File: src/rtl/usb_spi_rsp_packetizer.sv
module usb_spi_rsp_packetizer #(
  parameter int BUF_BYTES   = 298,
  parameter int MAX_WR      = 298,
  parameter int CHUNK       = 60,
  parameter bit FULL_DUPLEX = 1'b1
) (
  input  logic                           clk,
  input  logic                           rst_n,
  input  logic                           cmd_valid,
  input  logic [1:0]                     cmd_op,
  input  logic [$clog2(BUF_BYTES+1)-1:0] cmd_len,
  input  logic                           cmd_fail,
  input  logic [15:0]                    cmd_code,
  input  logic                           buf_we,
  input  logic [$clog2(BUF_BYTES)-1:0]   buf_addr,
  input  logic [7:0]                     buf_wdata,
  output logic                           tx_valid,
  output logic [7:0]                     tx_data,
  output logic                           tx_last,
  input  logic                           tx_ready,
  input  logic                           tx_done
);
  localparam int AW = $clog2(BUF_BYTES);
  localparam int LW = $clog2(BUF_BYTES + 1);
  localparam logic [15:0] WR_MAX = 16'(MAX_WR);
  localparam logic [15:0] RD_MAX = 16'(BUF_BYTES);

  typedef enum logic [1:0] {M_IDLE, M_CFG, M_START, M_CONT} mode_t;

  logic [7:0]    mem [BUF_BYTES];
  mode_t         mode;
  logic [15:0]   status_q;
  logic [LW-1:0] len_q, idx_q;
  logic          busy, wait_done, pkt_cfg;
  logic [6:0]    bcnt, pkt_len;
  logic [7:0]    pkt_type;
  logic [15:0]   pkt_field;
  logic [LW-1:0] pkt_base;

  logic [LW-1:0] remain, pay, nxt_idx, rd_sum;
  logic          start;

  assign remain  = len_q - idx_q;
  assign pay     = (remain > LW'(CHUNK)) ? LW'(CHUNK) : remain;
  assign nxt_idx = idx_q + pay;
  assign start   = (mode != M_IDLE) && !busy && !wait_done && !cmd_valid;
  assign rd_sum  = pkt_base + LW'(bcnt) - LW'(4);

  always_ff @(posedge clk)
    if (buf_we) mem[buf_addr] <= buf_wdata;

  always_ff @(posedge clk or negedge rst_n) begin
    if (!rst_n) begin
      mode      <= M_IDLE;
      status_q  <= '0;
      len_q     <= '0;
      idx_q     <= '0;
      busy      <= 1'b0;
      wait_done <= 1'b0;
      pkt_cfg   <= 1'b0;
      bcnt      <= '0;
      pkt_len   <= '0;
      pkt_type  <= '0;
      pkt_field <= '0;
      pkt_base  <= '0;
    end else begin
      if (cmd_valid) begin
        case (cmd_op)
          2'd0: mode <= M_CFG;
          2'd1: begin
            status_q <= cmd_fail ? {1'b1, cmd_code[14:0]} : 16'h0000;
            len_q    <= cmd_fail ? '0 : cmd_len;
            idx_q    <= '0;
            mode     <= M_START;
          end
          2'd2: begin
            status_q <= cmd_code;
            len_q    <= '0;
            idx_q    <= '0;
            mode     <= M_START;
          end
          default: begin
            idx_q <= '0;
            mode  <= M_START;
          end
        endcase
      end else if (start) begin
        busy <= 1'b1;
        bcnt <= '0;
        if (mode == M_CFG) begin
          pkt_cfg   <= 1'b1;
          pkt_type  <= 8'h01;
          pkt_field <= WR_MAX;
          pkt_len   <= 7'd8;
          mode      <= M_IDLE;
        end else begin
          pkt_cfg   <= 1'b0;
          pkt_type  <= (mode == M_START) ? 8'h05 : 8'h06;
          pkt_field <= (mode == M_START) ? status_q : 16'(idx_q);
          pkt_len   <= 7'd4 + 7'(pay);
          pkt_base  <= idx_q;
          idx_q     <= nxt_idx;
          mode      <= (nxt_idx < len_q) ? M_CONT : M_IDLE;
        end
      end

      if (busy && tx_ready) begin
        bcnt <= bcnt + 7'd1;
        if (tx_last) begin
          busy      <= 1'b0;
          wait_done <= 1'b1;
        end
      end
      if (wait_done && tx_done) wait_done <= 1'b0;
    end
  end

  assign tx_valid = busy;
  assign tx_last  = busy && (bcnt == pkt_len - 7'd1);

  always_comb begin
    case (bcnt)
      7'd0: tx_data = pkt_type;
      7'd1: tx_data = 8'h00;
      7'd2: tx_data = pkt_field[7:0];
      7'd3: tx_data = pkt_field[15:8];
      default:
        if (pkt_cfg)
          case (bcnt)
            7'd4:    tx_data = RD_MAX[7:0];
            7'd5:    tx_data = RD_MAX[15:8];
            7'd6:    tx_data = {7'd0, FULL_DUPLEX};
            default: tx_data = 8'h00;
          endcase
        else
          tx_data = mem[rd_sum[AW-1:0]];
    endcase
  end

  p_idle_after_reset_r1: assert property (@(posedge clk) disable iff (!rst_n)
    (mode == M_IDLE && !busy && !cmd_valid) |=> !tx_valid);

  p_cfg_size_r2: assert property (@(posedge clk) disable iff (!rst_n)
    (tx_valid && tx_last && pkt_cfg) |-> (bcnt == 7'd7));

  p_pkt_max_r3: assert property (@(posedge clk) disable iff (!rst_n)
    tx_valid |-> (pkt_len <= 7'd64) && (pkt_len >= 7'd4));

  p_idx_bound_r4: assert property (@(posedge clk) disable iff (!rst_n)
    idx_q <= len_q);

  p_fail_status_r5: assert property (@(posedge clk) disable iff (!rst_n)
    (cmd_valid && cmd_op == 2'd1 && cmd_fail) |=> status_q[15]);

  p_err_nolen_r6: assert property (@(posedge clk) disable iff (!rst_n)
    (cmd_valid && cmd_op == 2'd2) |=> (len_q == '0) && (mode == M_START));

  p_gap_r8: assert property (@(posedge clk) disable iff (!rst_n)
    (tx_valid && tx_ready && tx_last) |=> !tx_valid);

  p_hold_r9: assert property (@(posedge clk) disable iff (!rst_n)
    (tx_valid && !tx_ready) |=> tx_valid && $stable(tx_data) && $stable(tx_last));
endmodule

File: config.mk
export PLATFORM = sky130hd
export DESIGN_NAME = usb_spi_rsp_packetizer
export DESIGN_NICKNAME = d
export VERILOG_FILES = /design/src/rtl/usb_spi_rsp_packetizer.sv
export SDC_FILE = /design/constraint.sdc
export NUM_CORES = 2
export LEC_CHECK = 0
export BUFFER_PORTS_ARGS = -buffer_cell sky130_fd_sc_hd__buf_2
export CELL_PAD_IN_SITES_DETAIL_PLACEMENT = 1
export CELL_PAD_IN_SITES_GLOBAL_PLACEMENT = 2
export CORE_ASPECT_RATIO = 0.6
export CORE_MARGIN = 2
export CORE_UTILIZATION = 34
export CTS_BUF_LIST = sky130_fd_sc_hd__clkbuf_16
export DETAILED_ROUTE_END_ITERATION = 8
export GPL_TIMING_DRIVEN = 0
export MAX_ROUTING_LAYER = met4
export PLACE_DENSITY_LB_ADDON = 0.1
export SLEW_MARGIN = 30
export SYNTH_ARGS = -nofsm -noshare
export SYNTH_HDL_FRONTEND = slang
export SYNTH_SLANG_ARGS = --single-unit
export TNS_END_PERCENT = 20
File: constraint.sdc
create_clock -name clk -period 10.2 [get_ports clk]
set_clock_uncertainty 0.15 [all_clocks]
set_input_delay 2.04 -clock clk [delete_from_list [all_inputs] [get_ports clk]]
set_output_delay 2.04 -clock clk [all_outputs]
set_load 0.02 [all_outputs]
==> metrics.md <==
| Metric | Value |
|---|---|
| IO Port Bufs | `58` |
| Largest net degree at the start of global routing | `101` |
| Achievable Freq | `95.7 MHz` |
| Max stage delay on crit path | `0.93 ns` |
| Standard-cell row count | `153` |
| Routed vias/inst | `6.35` |
| Die height | `421 um` |
| CP Class | `reg2out` |
| Clk buf depth | `4` |
| Startpoint class of the critical path | `flip-flop` |
| Yosys warning count | `0` |
| Area grow syn2layout | `16.0%` |
| Filler cells | `27600` |
| Mux contribution to synthesized area | `0.152` |
| Commonest cells after routing, fill and taps aside | `edfxtp_1 (2384), mux4_2 (578), nand2_1 (275)` |
| Ratio of cells with drive above 1 in the final layout | `0.277` |
| Pre-antenna DRT Iters | `6` |
| Gr usage total | `0.334` |
| Hold Crit Endpoint | `pkt_field[14]` |
| Area of the mapped netlist | `98600 um^2` |
| WP data arrival | `8.26 ns` |
| Seq cells post-synth | `2465` |
| Gr ovfl total | `0` |
| Post-synth EDFFs | `2384` |
| Hpwl dp | `337000 um` |
| Slew headroom | `0.208` |
| CTS Root Cell | `clkbuf_16` |
| Routed via count | `59800` |
| Placed cell count | `8958` |
| Synth unique cells | `88` |
| Final nets | `5430` |
| Post-route setup slack | `-0.245 ns` |
| Hold Buf Count CTS | `0` |
| R2R Path Start | `idx_q[0]` |
| Most frequent CP cell | `buf_2` |
| Initial Util | `0.341` |
| Min-Delay Path Class | `reg2reg` |
| Synth Area in Compound Gates | `0.0337` |
| Clock Sink Count | `2465` |
| Failing checks | `setup timing` |
| Cells after synthesis | `4937` |
| Critical path's slowest cell | `buf_2` |
| Final worst path period need | `10.45 ns` |
| Num CTS Buffers | `241` |
| Commonest non-fill, non-tap cell in the layout | `edfxtp_1` |
| Initial DRC Count | `12700` |
| Cell Count, Final, Fillers Out | `9418` |
| Adder-Cell Fraction of Synth Area | `0.00696` |
| Clock transition at path regs | `0.07 ns` |
| Fin crit share | `1.02` |
| Hold Path Depth | `2` |
| Worst r2r dst | `mode[0]` |
| Register area share after synthesis | `0.747` |
| CORE AREA | `289000 um^2` |
| Async SR Flop Fraction | `0.0329` |
| Worst Path Required | `8.01 ns` |
| Fin. max-slew vios | `0` |
| Antenna violations before repair | `95` |
| Register Area | `73600 um^2` |
| GP Congestion | `0.973` |
| Postcts setup bufs | `0` |
| Post-Synth XOR/XNOR Area | `0.00300` |
| First-pass GRT wire length | `613000 um` |
| Slew @ Worst Pin | `1.19 ns` |
| Die width | `699 um` |
| Mapped Avg Cell Area | `20.0 um^2` |
| Final ANT Viol Nets | `0` |
| RSZ-0062 raised after global routing | `no` |
| Status | `finished with violations` |
| TritonCTS clock tree | `yes` |
| Crit Path Max Fanout | `10` |
| Residual DRC | `0` |
| Max H-tree Level | `4` |
| Die Footprint | `294000 um^2` |
| R2r setup slk | `3.55 ns` |
| MaxCap Viol Count | `0` |
| Setup violators final | `4` |
| Simple-Gate Fraction of Synth Area | `0.0368` |
| Multi-input gate area | `23600 um^2` |
| Final TNS setup | `-0.603 ns` |
| Clk_lat worst skew | `0.91 ns` |
| Wire per inst | `51.5 um` |
| Worst r2r path cells | `19` |
| Primary FF master, synth | `edfxtp_1` |
| Vias in the first global route | `54700` |
| Largest family of logic cells by synthesized area | `multiplexers` |
| Final Hold Vio Count | `0` |
| Final Cell Area | `114000 um^2` |
| Post-Route WL | `485000 um` |
| Placed inst area | `107000 um^2` |
| Worst Hold Launch | `pkt_field[14]` |
| Critical Path, Cell by Cell | `ha_1 -> ha_1 -> buf_2 -> buf_4 -> buf_2 -> buf_2 -> buf_2 -> mux4_2 -> mux2i_1 -> a32o_1 -> nor3_1 -> nor3_1 -> a31oi_1 -> buf_2` |
| CP endpoint kind | `output port` |
| Ports | `61` |
| Worst slack, placed | `0.553 ns` |
worst max-delay path, delay by kind of cell, from the launching register on:
family	cells	cell delay, ns
adders and majority gates	2	0.69
muxes	2	0.52
DFF	1	0.64
and+or+nand+nor	2	0.99
AOI/OAI and AO/OA	2	0.76
buffers and inverters	6	3.52
worst max-delay path by stage:
stage | startpoint | to | slack (ns) | cells past startpoint
after CTS | bcnt[1] | tx_data[1] | -0.06 | 14
after detailed placement | bcnt[1] | tx_data[5] | 0.55 | 17
after global placement | bcnt[1] | tx_data[5] | -2.74 | 15
final | bcnt[1] | tx_data[3] | -0.25 | 14
after global routing | bcnt[1] | tx_data[5] | 0.05 | 16
after floorplan | bcnt[1] | tx_data[3] | 4.38 | 14
timing repair:
| action | CTS | global route |
|---|---|---|
| setup endpoints to repair | 5 | 2 |
| resized for setup | 7 | 2 |
| pin swaps | 0 | 0 |
registers in the layout, indices dropped and copies added, names as in the netlist:
name       flops
tx_valid       1
len_q          9
pkt_cfg        1
idx_q          9
wait_done      1
mode           2
pkt_field     16
mem         2384
pkt_len        7
pkt_type       3
bcnt           7
pkt_base       9
status_q      16
through the flow:
stage / utilization / hold WS (ns)
global placement: 0.359 / 0.318
detailed placement: 0.369 / 0.321
floorplan: - / 0.288
finish: 0.396 / 0.342
CTS: 0.395 / 0.337
global route: 0.395 / 0.372
routing by layer:
metal  part of all wire  global-route usage  up-vias
met5                  0                   -        -
met2               0.38               0.414     4421
met1               0.45               0.515    33600
met4              0.029              0.0807        0
met3               0.14               0.114      585
li1                   -                   -    21200
cell usage after synthesis (all sizes together) (30+ instances only):
cell type,instances,share of area
ha,50,0.0063
a22o,30,0.0027
mux2i,144,0.015
nand3,63,0.0032
o21ai,80,0.0041
clkbuf,97,0.0037
a221oi,37,0.0035
nor3,30,0.0016
edfxtp,2384,0.73
dfrtp,81,0.021
nor2,362,0.014
mux4,593,0.14
a22oi,30,0.0023
nand2,291,0.011
inv,58,0.0022
a21oi,59,0.0030
buf,183,0.015
cell families (layout without fill, tap and decap cells):
logic type / Yosys count / after routing
flops: 2465 / 2465
simple gates: 852 / 852
mux: 745 / 745
compound gates: 450 / 450
buf+inv: 339 / 921
fa+ha+maj: 53 / 53
xor+xnor: 32 / 32
other cells: 1 / 25
area by class of cell:
class | count | area share
flip-flops and latches | 2465 | 0.644
multi-input cells | 2134 | 0.206
clock buffers | 244 | 0.0534
well taps | 3875 | 0.0424
repair buffers | 146 | 0.0205
plain buffers | 279 | 0.0177
clock inverters | 193 | 0.0135
inverters | 59 | 0.00194
diodes | 23 | 0.000503
Power is not shown: default switching activity piles up to over one toggle a cycle in this logic, so the estimate is an artifact.
